===== config.mk =====
export PLATFORM = sky130hd
export DESIGN_NAME = alm_unit
export DESIGN_NICKNAME = d
export VERILOG_FILES = /design/src/rtl/alm_pkg.sv /design/src/rtl/alm_regfile.sv /design/src/rtl/alm_match.sv /design/src/rtl/alm_status.sv /design/src/rtl/alm_unit.sv
export SDC_FILE = /design/constraint.sdc
export NUM_CORES = 1
export LEC_CHECK = 0
export BUFFER_PORTS_ARGS = -buffer_cell sky130_fd_sc_hd__clkbuf_2
export CAP_MARGIN = 30
export CELL_PAD_IN_SITES_DETAIL_PLACEMENT = 1
export CELL_PAD_IN_SITES_GLOBAL_PLACEMENT = 1
export CORE_MARGIN = 2
export CORE_UTILIZATION = 35
export DETAILED_ROUTE_END_ITERATION = 6
export PLACE_DENSITY_LB_ADDON = 0.08
export SYNTH_ARGS = -nofsm -noshare
export SYNTH_HDL_FRONTEND = slang
export SYNTH_SLANG_ARGS = --single-unit

===== constraint.sdc =====
create_clock -name clk -period 1.4 [get_ports clk]
set_clock_uncertainty 0.05 [all_clocks]
set_input_delay 0.07 -clock clk [delete_from_list [all_inputs] [get_ports clk]]
set_output_delay 0.07 -clock clk [all_outputs]
set_load 0.01 [all_outputs]

===== src/rtl/alm_pkg.sv =====
package alm_pkg;
  localparam int ALM_DW   = 8;
  localparam int ALM_NF   = 4;
  localparam int EN_N_BIT = 7;
  localparam int IE_BIT   = 1;
  localparam int AF_BIT   = 3;
  localparam int SF_BIT   = 4;
  localparam logic [7:0] CTRL_A_ADDR = 8'h00;
  localparam logic [7:0] CTRL_B_ADDR = 8'h01;
  localparam logic [7:0] ALM_BASE    = 8'h0A;
  localparam logic [ALM_DW-1:0] ALM_RST = 8'h80;

  typedef logic [ALM_DW-1:0] alm_byte_t;

  // value bits that take part in the compare, per field (0=min .. 3=wday)
  function automatic alm_byte_t field_mask(input int idx);
    case (idx)
      0:       return 8'h7F;
      1, 2:    return 8'h3F;
      default: return 8'h07;
    endcase
  endfunction

  // a disabled field always agrees
  function automatic logic field_ok(input alm_byte_t alm, input alm_byte_t cal,
                                    input alm_byte_t msk);
    return alm[EN_N_BIT] | ((alm & msk) == (cal & msk));
  endfunction
endpackage


===== src/rtl/alm_regfile.sv =====
module alm_regfile
  import alm_pkg::*;
#(
  parameter int AW = 5
) (
  input  logic                  clk,
  input  logic                  rst_n,
  input  logic                  reg_wr,
  input  logic [AW-1:0]         reg_addr,
  input  alm_byte_t             reg_wdata,
  output alm_byte_t [ALM_NF-1:0] alm_q,
  output logic                  ie_q
);
  localparam logic [AW-1:0] A_CTRL = AW'(CTRL_A_ADDR);

  for (genvar g = 0; g < ALM_NF; g++) begin : g_field
    localparam logic [AW-1:0] A_FLD = AW'(ALM_BASE + 8'(g));
    always_ff @(posedge clk or negedge rst_n) begin
      if (!rst_n)                          alm_q[g] <= ALM_RST;
      else if (reg_wr && reg_addr == A_FLD) alm_q[g] <= reg_wdata;
    end
  end

  always_ff @(posedge clk or negedge rst_n) begin
    if (!rst_n)                           ie_q <= 1'b0;
    else if (reg_wr && reg_addr == A_CTRL) ie_q <= reg_wdata[IE_BIT];
  end
endmodule


===== src/rtl/alm_match.sv =====
module alm_match
  import alm_pkg::*;
(
  input  alm_byte_t [ALM_NF-1:0] alm_q,
  input  alm_byte_t [ALM_NF-1:0] cal_vec,
  input  logic                   cal_step,
  input  alm_byte_t              cal_sec,
  output logic                   eval_pulse,
  output logic                   any_en,
  output logic                   match_hit
);
  logic [ALM_NF-1:0] fld_ok;
  logic [ALM_NF-1:0] fld_en;

  for (genvar g = 0; g < ALM_NF; g++) begin : g_cmp
    assign fld_ok[g] = field_ok(alm_q[g], cal_vec[g], field_mask(g));
    assign fld_en[g] = ~alm_q[g][EN_N_BIT];
  end

  assign eval_pulse = cal_step && (cal_sec == '0);
  assign any_en     = |fld_en;
  assign match_hit  = any_en && (&fld_ok);
endmodule


===== src/rtl/alm_status.sv =====
module alm_status
  import alm_pkg::*;
(
  input  logic      clk,
  input  logic      rst_n,
  input  logic      ctrl_b_wr,
  input  alm_byte_t reg_wdata,
  input  logic      eval_pulse,
  input  logic      match_hit,
  input  logic      cal_step,
  output logic      flag_q,
  output logic      step_q
);
  logic flag_set, flag_clr;
  assign flag_set = eval_pulse && match_hit;
  assign flag_clr = ctrl_b_wr && !reg_wdata[AF_BIT];

  always_ff @(posedge clk or negedge rst_n) begin
    if (!rst_n) begin
      flag_q <= 1'b0;
      step_q <= 1'b0;
    end else begin
      if (flag_set)      flag_q <= 1'b1;
      else if (flag_clr) flag_q <= 1'b0;
      if (cal_step)                              step_q <= 1'b1;
      else if (ctrl_b_wr && !reg_wdata[SF_BIT])  step_q <= 1'b0;
    end
  end
endmodule


===== src/rtl/alm_unit.sv =====
module alm_unit
  import alm_pkg::*;
#(
  parameter int AW = 5
) (
  input  logic          clk,
  input  logic          rst_n,
  input  logic          reg_wr,
  input  logic [AW-1:0] reg_addr,
  input  logic [7:0]    reg_wdata,
  output logic [7:0]    reg_rdata,
  input  logic          cal_step,
  input  logic [7:0]    cal_sec,
  input  logic [7:0]    cal_min,
  input  logic [7:0]    cal_hour,
  input  logic [7:0]    cal_date,
  input  logic [7:0]    cal_wday,
  output logic          alarm_irq_n
);
  localparam logic [AW-1:0] A_CTRL_A = AW'(CTRL_A_ADDR);
  localparam logic [AW-1:0] A_CTRL_B = AW'(CTRL_B_ADDR);

  alm_byte_t [ALM_NF-1:0] alm_q;
  alm_byte_t [ALM_NF-1:0] cal_vec;
  logic ie_q, flag_q, step_q;
  logic eval_pulse, any_en, match_hit, ctrl_b_wr;

  assign cal_vec   = {cal_wday, cal_date, cal_hour, cal_min};
  assign ctrl_b_wr = reg_wr && (reg_addr == A_CTRL_B);

  alm_regfile #(.AW(AW)) regs_i (
    .clk(clk), .rst_n(rst_n), .reg_wr(reg_wr), .reg_addr(reg_addr),
    .reg_wdata(reg_wdata), .alm_q(alm_q), .ie_q(ie_q)
  );

  alm_match match_i (
    .alm_q(alm_q), .cal_vec(cal_vec), .cal_step(cal_step), .cal_sec(cal_sec),
    .eval_pulse(eval_pulse), .any_en(any_en), .match_hit(match_hit)
  );

  alm_status stat_i (
    .clk(clk), .rst_n(rst_n), .ctrl_b_wr(ctrl_b_wr), .reg_wdata(reg_wdata),
    .eval_pulse(eval_pulse), .match_hit(match_hit), .cal_step(cal_step),
    .flag_q(flag_q), .step_q(step_q)
  );

  always_comb begin
    reg_rdata = '0;
    if (reg_addr == A_CTRL_A) begin
      reg_rdata[IE_BIT] = ie_q;
    end else if (reg_addr == A_CTRL_B) begin
      reg_rdata[AF_BIT] = flag_q;
      reg_rdata[SF_BIT] = step_q;
    end else begin
      for (int i = 0; i < ALM_NF; i++)
        if (reg_addr == AW'(ALM_BASE + 8'(i))) reg_rdata = alm_q[i];
    end
  end

  assign alarm_irq_n = ~(flag_q & ie_q);
endmodule


Word-level counts from Yosys, hierarchy flattened
Index checks and enable logic that the tools add are counted.

word-level totals
  flip-flop bits (word level) = 35
  bits of input ports = 57
  output and inout port bits = 9

cells by class
  muxes and demuxes = 14
  bitwise operators = 10
  reduce and logical (&&, ||, !) cells = 19
  equality and inequality tests = 9

operators by type and width
  cell                                                              number
  8-bit two-way mux                                                 4
  5-bit by 4-bit == test with 1-bit output (second input constant)  4
  6-bit == test                                                     2
  1-bit logical AND                                                 11
  8-bit zero test                                                   1
  7-bit == test                                                     1
  1-bit two-way mux                                                 6
  3-bit two-way mux                                                 2
  6-bit two-way mux                                                 1
  5-bit by 1-bit == test with 1-bit output (second input constant)  1
  5-bit zero test                                                   1
  1-bit NOT                                                         5
  1-bit bitwise OR                                                  4
  4-bit AND reduction                                               1
  2-bit nonzero test                                                2
  4-bit OR reduction                                                1
  3-bit == test                                                     1
  1-bit zero test                                                   2
  2-bit two-way mux                                                 1
  1-bit bitwise AND                                                 1

Longest topological paths before layout
Gate-level depths: netlist of the first run.

  depth in word-level cells = 7
  mapped depth = 6
  depth with buffers taken out = 5

Modules after synthesis
A second synthesis of the first run with hierarchy kept.

second synthesis, totals
  cell total of the unflattened synthesis = 191
  area, all modules = 2130.8 um2

modules (own cells, without submodules)
  module       sequential area each (um2)  times used  cells an instance  area an instance (um2)
  alm_regfile  830.8                       1           76                 1336.3
  alm_unit     0.0                         1           73                 437.9
  alm_match    0.0                         1           36                 277.8
  alm_status   50.0                        1           6                  78.8

Worst setup path after synthesis of the first run
No wires, ideal clock.

  path type = register -> register
  start = register regs_i.alm_q[5] (netlist bit)
  end = register stat_i.flag_q
  library setup time = 0.110 ns
  stages on the path, launching flop included = 5
  required time = 1.240 ns
  setup slack = 0.027 ns
  data arrival time = 1.213 ns
  path buffers = 0
  cells stage by stage = dfrtp_1 xor2_1 nor4_1 o22ai_1 o41ai_1

on the way
  word-level cells in the longest chain between the ends = 6
  elaborated cells between the ends (all ways) = 7
  those cells by class = eq/ne: 1; mux: 1; bitwise: 1; reduce/logical: 4

RTL lines
  item                                                            RTL line           RTL
  start: declaration                                              alm_regfile.sv:11  output alm_byte_t [ALM_NF-1:0] alm_q,
  start signal: indexed assignment                                alm_regfile.sv:20  else if (reg_wr && reg_addr == A_FLD) alm_q[g] <= reg_wdata;
  7-bit == test *                                                 alm_pkg.sv:27      return alm[EN_N_BIT] | ((alm & msk) == (cal & msk));
  1-bit bitwise OR *                                              alm_pkg.sv:27
  4-bit AND reduction *                                           alm_match.sv:22    assign match_hit = any_en && (&fld_ok);
  1-bit logical AND *                                             alm_match.sv:22
  1-bit logical AND *                                             alm_status.sv:15   assign flag_set = eval_pulse && match_hit;
  1-bit two-way mux / 2-bit nonzero test (equally long branches)  --
  end signal: assignment                                          alm_status.sv:20   flag_q <= 1'b0;
  end signal: assignment                                          alm_status.sv:23   if (flag_set) flag_q <= 1'b1;
  end signal: assignment                                          alm_status.sv:24   else if (flag_clr) flag_q <= 1'b0;
  end: declaration                                                alm_status.sv:11   output logic flag_q,

Mark *: on every way between the ends. The rest lies on a longest branch, timed or not.
A chain may end at the register's enable or synchronous reset.

Worst setup path after layout of the first run
  start = register regs_i.alm_q[2] (netlist bit)
  end = register stat_i.flag_q

The elaborated chain is that of the path after synthesis.

==> results of run 1 <==
## layout make-up
cell class                 count  area [um^2]
timing repair buffer          95          609
tap                           72         90.1
fill                         616         2690
sequential                    35          881
inverter                       2         7.51
clock inverter                 1         7.51
clock buffer                   7         96.3
multi-input combinational    113         1060
## metrics by stage
stage               power, W  util, %  std cells  hold WS (ns)  area [um^2]
global placement     0.00211     46.1        309        0.0888         2510
finish               0.00306     50.6        325        0.0108         2750
floorplan            0.00174        -        156        -0.276         1950
CTS                  0.00308     50.2        324       0.00866         2730
global route         0.00321     50.6        325       0.00654         2750
detailed placement   0.00215     46.1        309        0.0944         2510
## cells by family after synthesis
family / Yosys count
buffers and inverters: 8
and+or+nand+nor: 27
xor gates and xnor gates: 22
muxes: 38
DFF: 35
AOI/OAI and AO/OA: 26
## worst paths after layout
check | start | endpoint | slack, ns | cells after the start
min in group asynchronous | rst_n | regs_i.alm_q[30] | 0.30 | 3
worst max register to register | regs_i.alm_q[2] | stat_i.flag_q | -0.16 | 5
max in group asynchronous | rst_n | regs_i.alm_q[15] | 0.64 | 3
worst min-delay path | reg_wdata[0] | regs_i.alm_q[16] | 0.01 | 2
worst min register to register | regs_i.alm_q[14] | regs_i.alm_q[14] | 0.45 | 1
worst max-delay path | regs_i.alm_q[2] | stat_i.flag_q | -0.16 | 5
## power groups by stage
stage | Sequential (W) | Clock (W) | Combinational, W
CTS | 0.00138 | 0.000867 | 0.000828
global route | 0.00141 | 0.000899 | 0.000908
finish | 0.00138 | 0.000849 | 0.000836
global placement | 0.00137 | 0 | 0.000736
detailed placement | 0.00139 | 0 | 0.000763
floorplan | 0.00135 | 0 | 0.000382
## layer usage
metal  GRT usage [%]  vias up  share of wire [%]
met3            4.71       10                4.4
met5               0        -                  0
met1            26.9      822                 45
li1                -      778                  -
met4            6.67        0                1.8
met2            36.1       47                 49
## synth_stat cells (all sizes together)
| library cell | number | area [um^2] |
|---|---|---|
| mux2i | 6 | 60.1 |
| a31oi | 2 | 12.5 |
| nand3 | 1 | 5.00 |
| nor2 | 1 | 3.75 |
| o22ai | 4 | 25.0 |
| nor3 | 2 | 10.0 |
| nand2b | 1 | 6.26 |
| o21ai | 3 | 15.0 |
| xnor2 | 13 | 114 |
| nand3b | 2 | 15.0 |
| mux2 | 32 | 387 |
| nor4 | 4 | 31.3 |
| nand4 | 4 | 25.0 |
| o41ai | 1 | 8.76 |
| nor2b | 2 | 12.5 |
| a311oi | 1 | 15.0 |
| dfstp | 4 | 105 |
| a21oi | 7 | 42.5 |
| inv | 2 | 7.51 |
| nand2 | 5 | 28.8 |
| and4bb | 2 | 25.0 |
| dfrtp | 31 | 776 |
| buf | 6 | 45.0 |
| and3 | 2 | 12.5 |
| a222oi | 3 | 30.0 |
| a221oi | 5 | 43.8 |
| and2b | 1 | 7.51 |
| xor2 | 9 | 78.8 |
## registers in the layout (all words and copies together) (netlist names)
register and cells:
regs_i.alm_q 32, regs_i.ie_q 1, stat_i.flag_q 1, stat_i.step_q 1
## layout by cell type (no fill, tap or decap), types with 5 or more instances in the layout
master	count
xor2_1	9
xnor2_1	11
mux2i_1	6
clkbuf_8	7
mux2_1	25
mux2_4	7
buf_4	29
clkbuf_2	51
buf_6	5
dlygate4sd3_1	6
dfrtp_1	31
## worst register-to-register path: stages (launching register included)
cell and delay [ns]:
dfrtp_1 0.42, xnor2_2 0.18, nand4_1 0.16, nor4_2 0.17, o22ai_1 0.14, o41ai_2 0.35
## what timing repair did
action | CTS | global route
pin swaps | 8 | 2
resized for setup | 10 | 6
hold buffers | 6 | 0
buffers inserted | 1 | 2
setup endpoints to repair | 6 | 9
hold endpoints to repair | 38 | 0
==> flow_summary.yaml, run 1 <==
floorplan:
  die_area_um2: 6180
  rows: 27
  ios: 66
  start_util_pct: 35.8
  dieWidth_um: 78.6
  die_h_um: 78.6
  core_area_um2: 5440
power_and_ir_drop:
  powerDensity_nw_per_um2: 1110
  power_frac_comb_pct: 27.3
  p_leak_nw: 1.33
  power_frac_clock_pct: 27.7
  p_sw_share_pct: 29.6
  ir_drop_v: 0.000504
  sequentialPowerShare_pct: 45.0
  p_int_w: 0.00215
  power.switching_w: 0.000908
sta:
  tightest_slew_ns: 0.474
  finalHoldViolations: 0
  timing.fmax_mhz: 640
  layout_min_cycle_time_ns: 1.56
  slew_headroom_pct: 68.4
  final_max_slew_viol_count: 0
  setup_viol: 6
  timing.final.crit_share_pct: 112
  rsz0062_at_grt: "yes"
  setup-tns-final_ns: -0.529
  postLayoutSetupSlackWorst_ns: -0.163
synthesis:
  ys_types: 36
  synth-compound-area-share_pct: 9.89
  synthesis.area_um2: 1950
  avgSynthCellArea_um2: 12.5
  syn-num-nets: 213
  synth_xor_area_share_pct: 9.89
  synth_cells: 156
  ys_warn_count: 0
  ys_seq_area_share_pct: 45.2
  synth_top_family_by_area: "multiplexers"
  synthSimpleGateAreaFrac_pct: 9.38
  yosys.area_share.adder_pct: 0
  muxShareOfSynthArea_pct: 22.9
  synth-seq-cells: 35
min_path:
  hold_class: "in -> reg"
cells_and_area:
  area_growth_pct: 41.2
  final_nets: 309
  drive_above_1_share_pct: 47.8
  num_antenna_cells: 0
clocking:
  cts_tree: "yes"
  numClockSinks: 35
  cts.clk_slew.worst_paths_ns: 0.07
  clock-root-buffer: "clkbuf_8"
  h-tree-depth: 2
  clockBufferDepth: 2
  cts_made_buffers: 5
  clk_latency_ns: 0.29
grt:
  grt_pass1_vias: 1846
  grt_max_degree: 36
  overflow: 0
  antenna_found_initial: 0
  grt.total_usage_pct: 21.3
  grt_first_pass_wirelength_um: 9740
drt:
  drt_iter0_drc: 90
  ant_nets: 0
  wl_um: 6010
  wire_per_inst_um: 18.5
  vias: 1657
  dr.pass1.iters: 4
  drc: 0
  via_per_inst: 5.10
setup_path:
  crit_buf_inv: 0
  cpPeakStageDelay_ns: 0.42
  critical_path.endpoint_type: "flop"
  cp_max_fo: 2
  path_class: "reg -> reg"
  cp_slowest_cell: "dfrtp_1"
  crit_required_ns: 1.54
  crit_chain: "xnor2_2 -> nand4_1 -> nor4_2 -> o22ai_1 -> o41ai_2"
  crit_family: "compound AO/OA/AOI/OAI gates"
  cp-start-kind: "flop"
  cp.arrival_ns: 1.70
job:
  drv_cap: 0
run_status:
  status: "finished, violations left"
  violations: "negative setup slack"
placement:
  place_congestion: 0.804
  io_buffers: 55
  place.detailed.hpwl_um: 4620
  post-place-ws_ns: -0.299
No activity file was read; power rests on OpenSTA's default activity.
==> inputs of run 2 (changes only) <==
--- a/config.mk
+++ b/config.mk
@@ -7,7 +7,7 @@
 export LEC_CHECK = 0
 export BUFFER_PORTS_ARGS = -buffer_cell sky130_fd_sc_hd__clkbuf_2
 export CAP_MARGIN = 30
-export CELL_PAD_IN_SITES_DETAIL_PLACEMENT = 1
+export CELL_PAD_IN_SITES_DETAIL_PLACEMENT = 0
 export CELL_PAD_IN_SITES_GLOBAL_PLACEMENT = 1
 export CORE_MARGIN = 2
 export CORE_UTILIZATION = 35
@@ -15,4 +15,5 @@
 export PLACE_DENSITY_LB_ADDON = 0.08
 export SYNTH_ARGS = -nofsm -noshare
 export SYNTH_HDL_FRONTEND = slang
+export SYNTH_HIERARCHICAL = 1
 export SYNTH_SLANG_ARGS = --single-unit
==> run 2 against run 1 <==
The run still ends with negative setup slack left. Register-to-register slack worse by 0.06 ns. Cell count is 17% higher. Critical path depth stayed put. Via count is 13% higher. Synthesized cell count is 22% higher. Global-route usage is 0.65 points lower. Clock power is 3.9% lower. Worst hold slack better by 0.0062 ns. Maximum frequency is 3.8% lower. Clock-buffer cell count is 1 higher. Sequential cell count stayed put. Sequential power hardly changed. Largest cell class unchanged.
==> flow_summary.yaml, run 2 <==
sta:
  slew_headroom_pct: 73.2
  layout_min_cycle_time_ns: 1.63
  rsz0062_at_grt: "yes"
  finalHoldViolations: 0
  timing.final.crit_share_pct: 116
  timing.fmax_mhz: 615
  final_max_slew_viol_count: 0
  holdWs_ns: 0.0171
  setup_viol: 8
  setup-tns-final_ns: -0.857
  tightest_slew_ns: 0.402
  postLayoutSetupSlackWorst_ns: -0.226
setup_path:
  path_class: "reg -> reg"
  reg2reg_setup_slack_ns: -0.23
  crit_chain: "xor2_1 -> nor4_2 -> a41oi_1 -> nor4_1 -> a22o_1"
  crit_family: "simple AND/OR/NAND/NOR gates"
  cpPeakStageDelay_ns: 0.39
  critical_path.endpoint_type: "flop"
  cp-start-kind: "flop"
  cp.arrival_ns: 1.80
  cp_slowest_cell: "dfrtp_1"
  crit_required_ns: 1.57
  cp_max_fo: 2
  crit_buf_inv: 0
drt:
  wl_um: 6420
  wire_per_inst_um: 16.9
  vias: 1869
  via_per_inst: 4.92
  drc: 0
  ant_nets: 0
  dr.pass1.iters: 4
  drt_iter0_drc: 57
power_and_ir_drop:
  powerDensity_nw_per_um2: 1000
  p_leak_nw: 1.48
  ir_drop_v: 0.000530
synthesis:
  synth-seq-cells: 35
  synth_cells: 191
  netlist.area_leader.share_pct: 36.4
  ys_seq_area_share_pct: 41.3
  yosysMostFrequentCell: "dfrtp_1"
  synthArstFlopShare_pct: 100
  yosysTopAreaCell: "dfrtp_1"
  ys_warn_count: 6
  ys_top_cells_by_count: "dfrtp_1 (31), mux2_2 (24), nand2_1 (15), xor2_1 (15), o21ai_0 (10)"
  avgSynthCellArea_um2: 11.2
  synth_ff_type: "dfrtp_1"
  syn-num-nets: 248
  synthesis.area_um2: 2130
  yosys-top-cells-area: "dfrtp_1 (36%), mux2_2 (13%), xor2_1 (6.2%)"
  synth_edf_count: 0
  ys_types: 47
placement:
  place_congestion: 0.845
  post-place-ws_ns: -0.296
  place_area_um2: 2860
  io_buffers: 55
  place.detailed.hpwl_um: 4970
cells_and_area:
  num_antenna_cells: 0
  final_cell_mix: "clkbuf_2 (50), buf_4 (45), dfrtp_1 (31)"
  area_growth_pct: 44.9
  final_nets: 361
  drive_above_1_share_pct: 57.0
  final_area_um2: 3090
  final_common_cell: "clkbuf_2"
  largest_reg_flops: 32
  largest-register: "regs_i/alm_q"
  utilization_pct: 52.5
clocking:
  cts_tree: "yes"
  clock-root-buffer: "clkbuf_8"
  h-tree-depth: 2
  cts.clk_slew.worst_paths_ns: 0.07
  clockBufferDepth: 2
  numClockSinks: 35
  cts_made_buffers: 5
  clk_latency_ns: 0.29
grt:
  grt.total_usage_pct: 20.6
  grt_pass1_vias: 1928
  overflow: 0
  antenna_found_initial: 0
  grt_first_pass_wirelength_um: 10000
  grt_max_degree: 17
run_status:
  status: "finished, violations left"
  violations: "negative setup slack"
floorplan:
  start_util_pct: 36.2
  die_h_um: 82.0
  dieWidth_um: 82.0
  ios: 66
  rows: 28
  core_area_um2: 5890
  die_area_um2: 6730
job:
  drv_cap: 0
min_path:
  hold_class: "in -> reg"
run 2: worst paths after layout:
check,cells past startpoint,endpoint,startpoint
worst max-delay path,5,stat_i/flag_q,regs_i/alm_q[3]
worst min-delay path,2,regs_i/alm_q[13],reg_wdata[5]
worst max register to register,5,stat_i/flag_q,regs_i/alm_q[3]
worst min register to register,1,stat_i/step_q,stat_i/step_q
max in group asynchronous,3,regs_i/alm_q[3],rst_n
min in group asynchronous,2,regs_i/alm_q[24],rst_n
run 2: area by class of cell:
cell class	count	area, um^2
Clock buffer	8	100
Tap cell	75	93.8
Sequential cell	35	881
Timing Repair Buffer	111	761
Multi-Input combinational cell	146	1230
Inverter	5	18.8
Fill cell	568	2800
run 2: where the power goes:
group | total, W | switching (W) | internal, W
Sequential | 0.00137 | 0.000159 | 0.00122
Combinational | 0.000913 | 0.000363 | 0.000550
Clock | 0.000816 | 0.000367 | 0.000449
Total | 0.00310 | 0.000888 | 0.00222
run 2: metrics by stage:
step	power (W)	std cells
floorplan	0.00177	191
global placement	0.00219	365
detailed placement	0.00220	365
CTS	0.00310	380
global route	0.00328	380
finish	0.00310	380
run 2: worst register-to-register path: cells and delay by family, from the launching register on:
| kind | cells | cell delay [ns] |
|---|---|---|
| simple gates | 2 | 0.63 |
| compound gates | 2 | 0.34 |
| xor+xnor | 1 | 0.15 |
| flops | 1 | 0.39 |
run 2: timing repair:
action	4_1_cts	5_1_grt
resized for setup	15	14
hold buffers	2	0
setup buffers	5	1
endpoints found under the hold margin	15	0
pin swaps	13	6
endpoints found under the setup margin	9	9
run 2: metal layers:
metal	global-route usage [%]	vias up	wire length, um
li1	-	928	-
met1	29.6	890	3120
met2	32.0	44	2950
met3	4.18	7	287
met4	4.50	0	68
met5	0	-	0
run 2: cell families (layout without fill, tap and decap cells):
| kind of cell | after synthesis | in the layout | share of synthesized area, % |
|---|---|---|---|
| AOI/OAI and AO/OA | 35 | 35 | 11.3 |
| xor gates and xnor gates | 22 | 22 | 9.04 |
| buffers and inverters | 10 | 124 | 2.88 |
| DFF | 35 | 35 | 41.3 |
| and+or+nand+nor | 55 | 55 | 16.1 |
| muxes | 34 | 34 | 19.3 |
==> inputs of run 3 (changes only) <==
--- a/config.mk
+++ b/config.mk
@@ -7,12 +7,10 @@
 export LEC_CHECK = 0
 export BUFFER_PORTS_ARGS = -buffer_cell sky130_fd_sc_hd__clkbuf_2
 export CAP_MARGIN = 30
-export CELL_PAD_IN_SITES_DETAIL_PLACEMENT = 0
-export CELL_PAD_IN_SITES_GLOBAL_PLACEMENT = 1
 export CORE_MARGIN = 2
-export CORE_UTILIZATION = 35
+export CORE_UTILIZATION = 40
 export DETAILED_ROUTE_END_ITERATION = 6
-export PLACE_DENSITY_LB_ADDON = 0.08
+export PLACE_DENSITY = 0.67
 export SYNTH_ARGS = -nofsm -noshare
 export SYNTH_HDL_FRONTEND = slang
 export SYNTH_HIERARCHICAL = 1
==> run 3 against run 2 <==
The run still ends with negative setup slack left. Cell count shrank 5.0%. Clock power shrank 13%. Cell area shrank 3.7%. Maximum frequency grew 2.2%. Highest routed layer unchanged. Critical path type is now reg -> out. Non-clock buffer count shrank 14. Clock-buffer cell count shrank 1.
==> flow_summary.yaml, run 3 (same netlist as run 2, synthesis figures left out) <==
power_and_ir_drop:
  p_sw_share_pct: 29.3
  p_leak_nw: 1.41
  p_int_w: 0.00210
  power_frac_clock_pct: 23.8
  powerDensity_nw_per_um2: 1000
  power.switching_w: 0.000872
  ir_drop_v: 0.000484
  sequentialPowerShare_pct: 45.8
  power_frac_comb_pct: 30.4
cells_and_area:
  num_antenna_cells: 0
  final_nets: 347
  final_common_cell: "clkbuf_2"
  largest_reg_flops: 32
  drive_above_1_share_pct: 55.0
  utilization_pct: 57.9
  final_cell_mix: "clkbuf_2 (49), dfrtp_1 (31), buf_4 (30)"
  area_growth_pct: 39.6
  largest-register: "regs_i/alm_q"
  final_area_um2: 2970
clocking:
  cts.clk_slew.worst_paths_ns: 0.07
  numClockSinks: 35
  clock-root-buffer: "clkbuf_8"
  clockBufferDepth: 2
  cts_made_buffers: 5
  clk_latency_ns: 0.28
  h-tree-depth: 2
  cts_tree: "yes"
placement:
  place_congestion: 0.858
  io_buffers: 55
  place.detailed.hpwl_um: 4390
  post-place-ws_ns: -0.201
  place_area_um2: 2740
sta:
  finalHoldViolations: 0
  setup-tns-final_ns: -1.00
  timing.final.crit_share_pct: 114
  timing.fmax_mhz: 629
  final_max_slew_viol_count: 0
  tightest_slew_ns: 0.457
  slew_headroom_pct: 69.6
  setup_viol: 9
  holdWs_ns: 0.0214
  postLayoutSetupSlackWorst_ns: -0.190
  layout_min_cycle_time_ns: 1.59
  rsz0062_at_grt: "yes"
setup_path:
  cp-start-kind: "flop"
  cp_slowest_cell: "dfrtp_1"
  cp_max_fo: 2
  reg2reg_setup_slack_ns: -0.17
  path_class: "reg -> out"
  critical_path.endpoint_type: "primary output"
  crit_required_ns: 1.28
  crit_chain: "o21a_1 -> a221o_1 -> a32o_2 -> buf_6"
  cpPeakStageDelay_ns: 0.40
  cp.arrival_ns: 1.47
floorplan:
  start_util_pct: 41.5
  core_area_um2: 5140
  rows: 26
  die_area_um2: 5930
  die_h_um: 77.0
  dieWidth_um: 77.0
  ios: 66
run_status:
  status: "finished, violations left"
  violations: "negative setup slack"
drt:
  dr.pass1.iters: 4
  drt_iter0_drc: 105
  via_per_inst: 5.19
  ant_nets: 0
  vias: 1874
  wire_per_inst_um: 15.6
  wl_um: 5640
  drc: 0
grt:
  grt_max_degree: 20
  grt_pass1_vias: 1816
  grt.total_usage_pct: 19.4
  overflow: 0
  grt_first_pass_wirelength_um: 8930
  antenna_found_initial: 0
min_path:
  hold_class: "in -> reg"
job:
  drv_cap: 0
## run 3: cell count changes in the layout (fill, tap and decap cells not counted), sizes merged
| cell | delta |
|---|---|
| clkbuf | -2 |
| clkinv | +1 |
| buf | -13 |
## run 3: critical path: cells and delay by family (launching register included)
family	cells	cell delay, ns
compound gates	3	0.66
buf+inv	1	0.12
flops	1	0.40
## run 3: worst paths after layout
path | end | start | cells after the start
max | reg_rdata[1] | regs_i/alm_q[17] | 4
min | regs_i/alm_q[22] | reg_wdata[6] | 2
max reg2reg | stat_i/flag_q | regs_i/alm_q[1] | 5
min reg2reg | regs_i/alm_q[22] | regs_i/alm_q[22] | 1
max in group asynchronous | regs_i/alm_q[22] | rst_n | 3
min in group asynchronous | regs_i/alm_q[24] | rst_n | 2
## run 3: final cells by class
class,count,area (um^2)
clock buffers,7,76.3
clock inverters,1,5.00
fillers,459,2170
inverters,5,18.8
multi-input cells,146,1240
flip-flops and latches,35,881
well taps,70,87.6
repair buffers,97,666
## run 3: per-layer routing
layer  vias up  track usage [%]  wire, um
li1        895                -         -
met4         0             5.54        70
met2        53             32.5      2760
met3         9             2.59       219
met5         -                0         0
met1       917             26.1      2590
## run 3: what timing repair did
| item | CTS | global route |
|---|---|---|
| hold buffers | 2 | 0 |
| endpoints found under the hold margin | 13 | 0 |
| buffers inserted | 4 | 2 |
| setup endpoints to repair | 9 | 9 |
| resized for setup | 18 | 14 |
| pin swaps | 9 | 4 |
## run 3: per-stage QoR
| step | total power, W | std cells |
|---|---|---|
| after CTS | 0.00295 | 359 |
| after detailed placement | 0.00215 | 345 |
| after global placement | 0.00213 | 345 |
| after floorplan | 0.00177 | 191 |
| after global routing | 0.00312 | 361 |
| final | 0.00297 | 361 |
## run 3: power by group through the flow
stage	Sequential [W]	Clock [W]	Combinational, W
after floorplan	0.00135	0	0.000418
after global placement	0.00137	0	0.000760
after detailed placement	0.00138	0	0.000772
after CTS	0.00136	0.000731	0.000862
after global routing	0.00139	0.000764	0.000972
final	0.00136	0.000709	0.000904
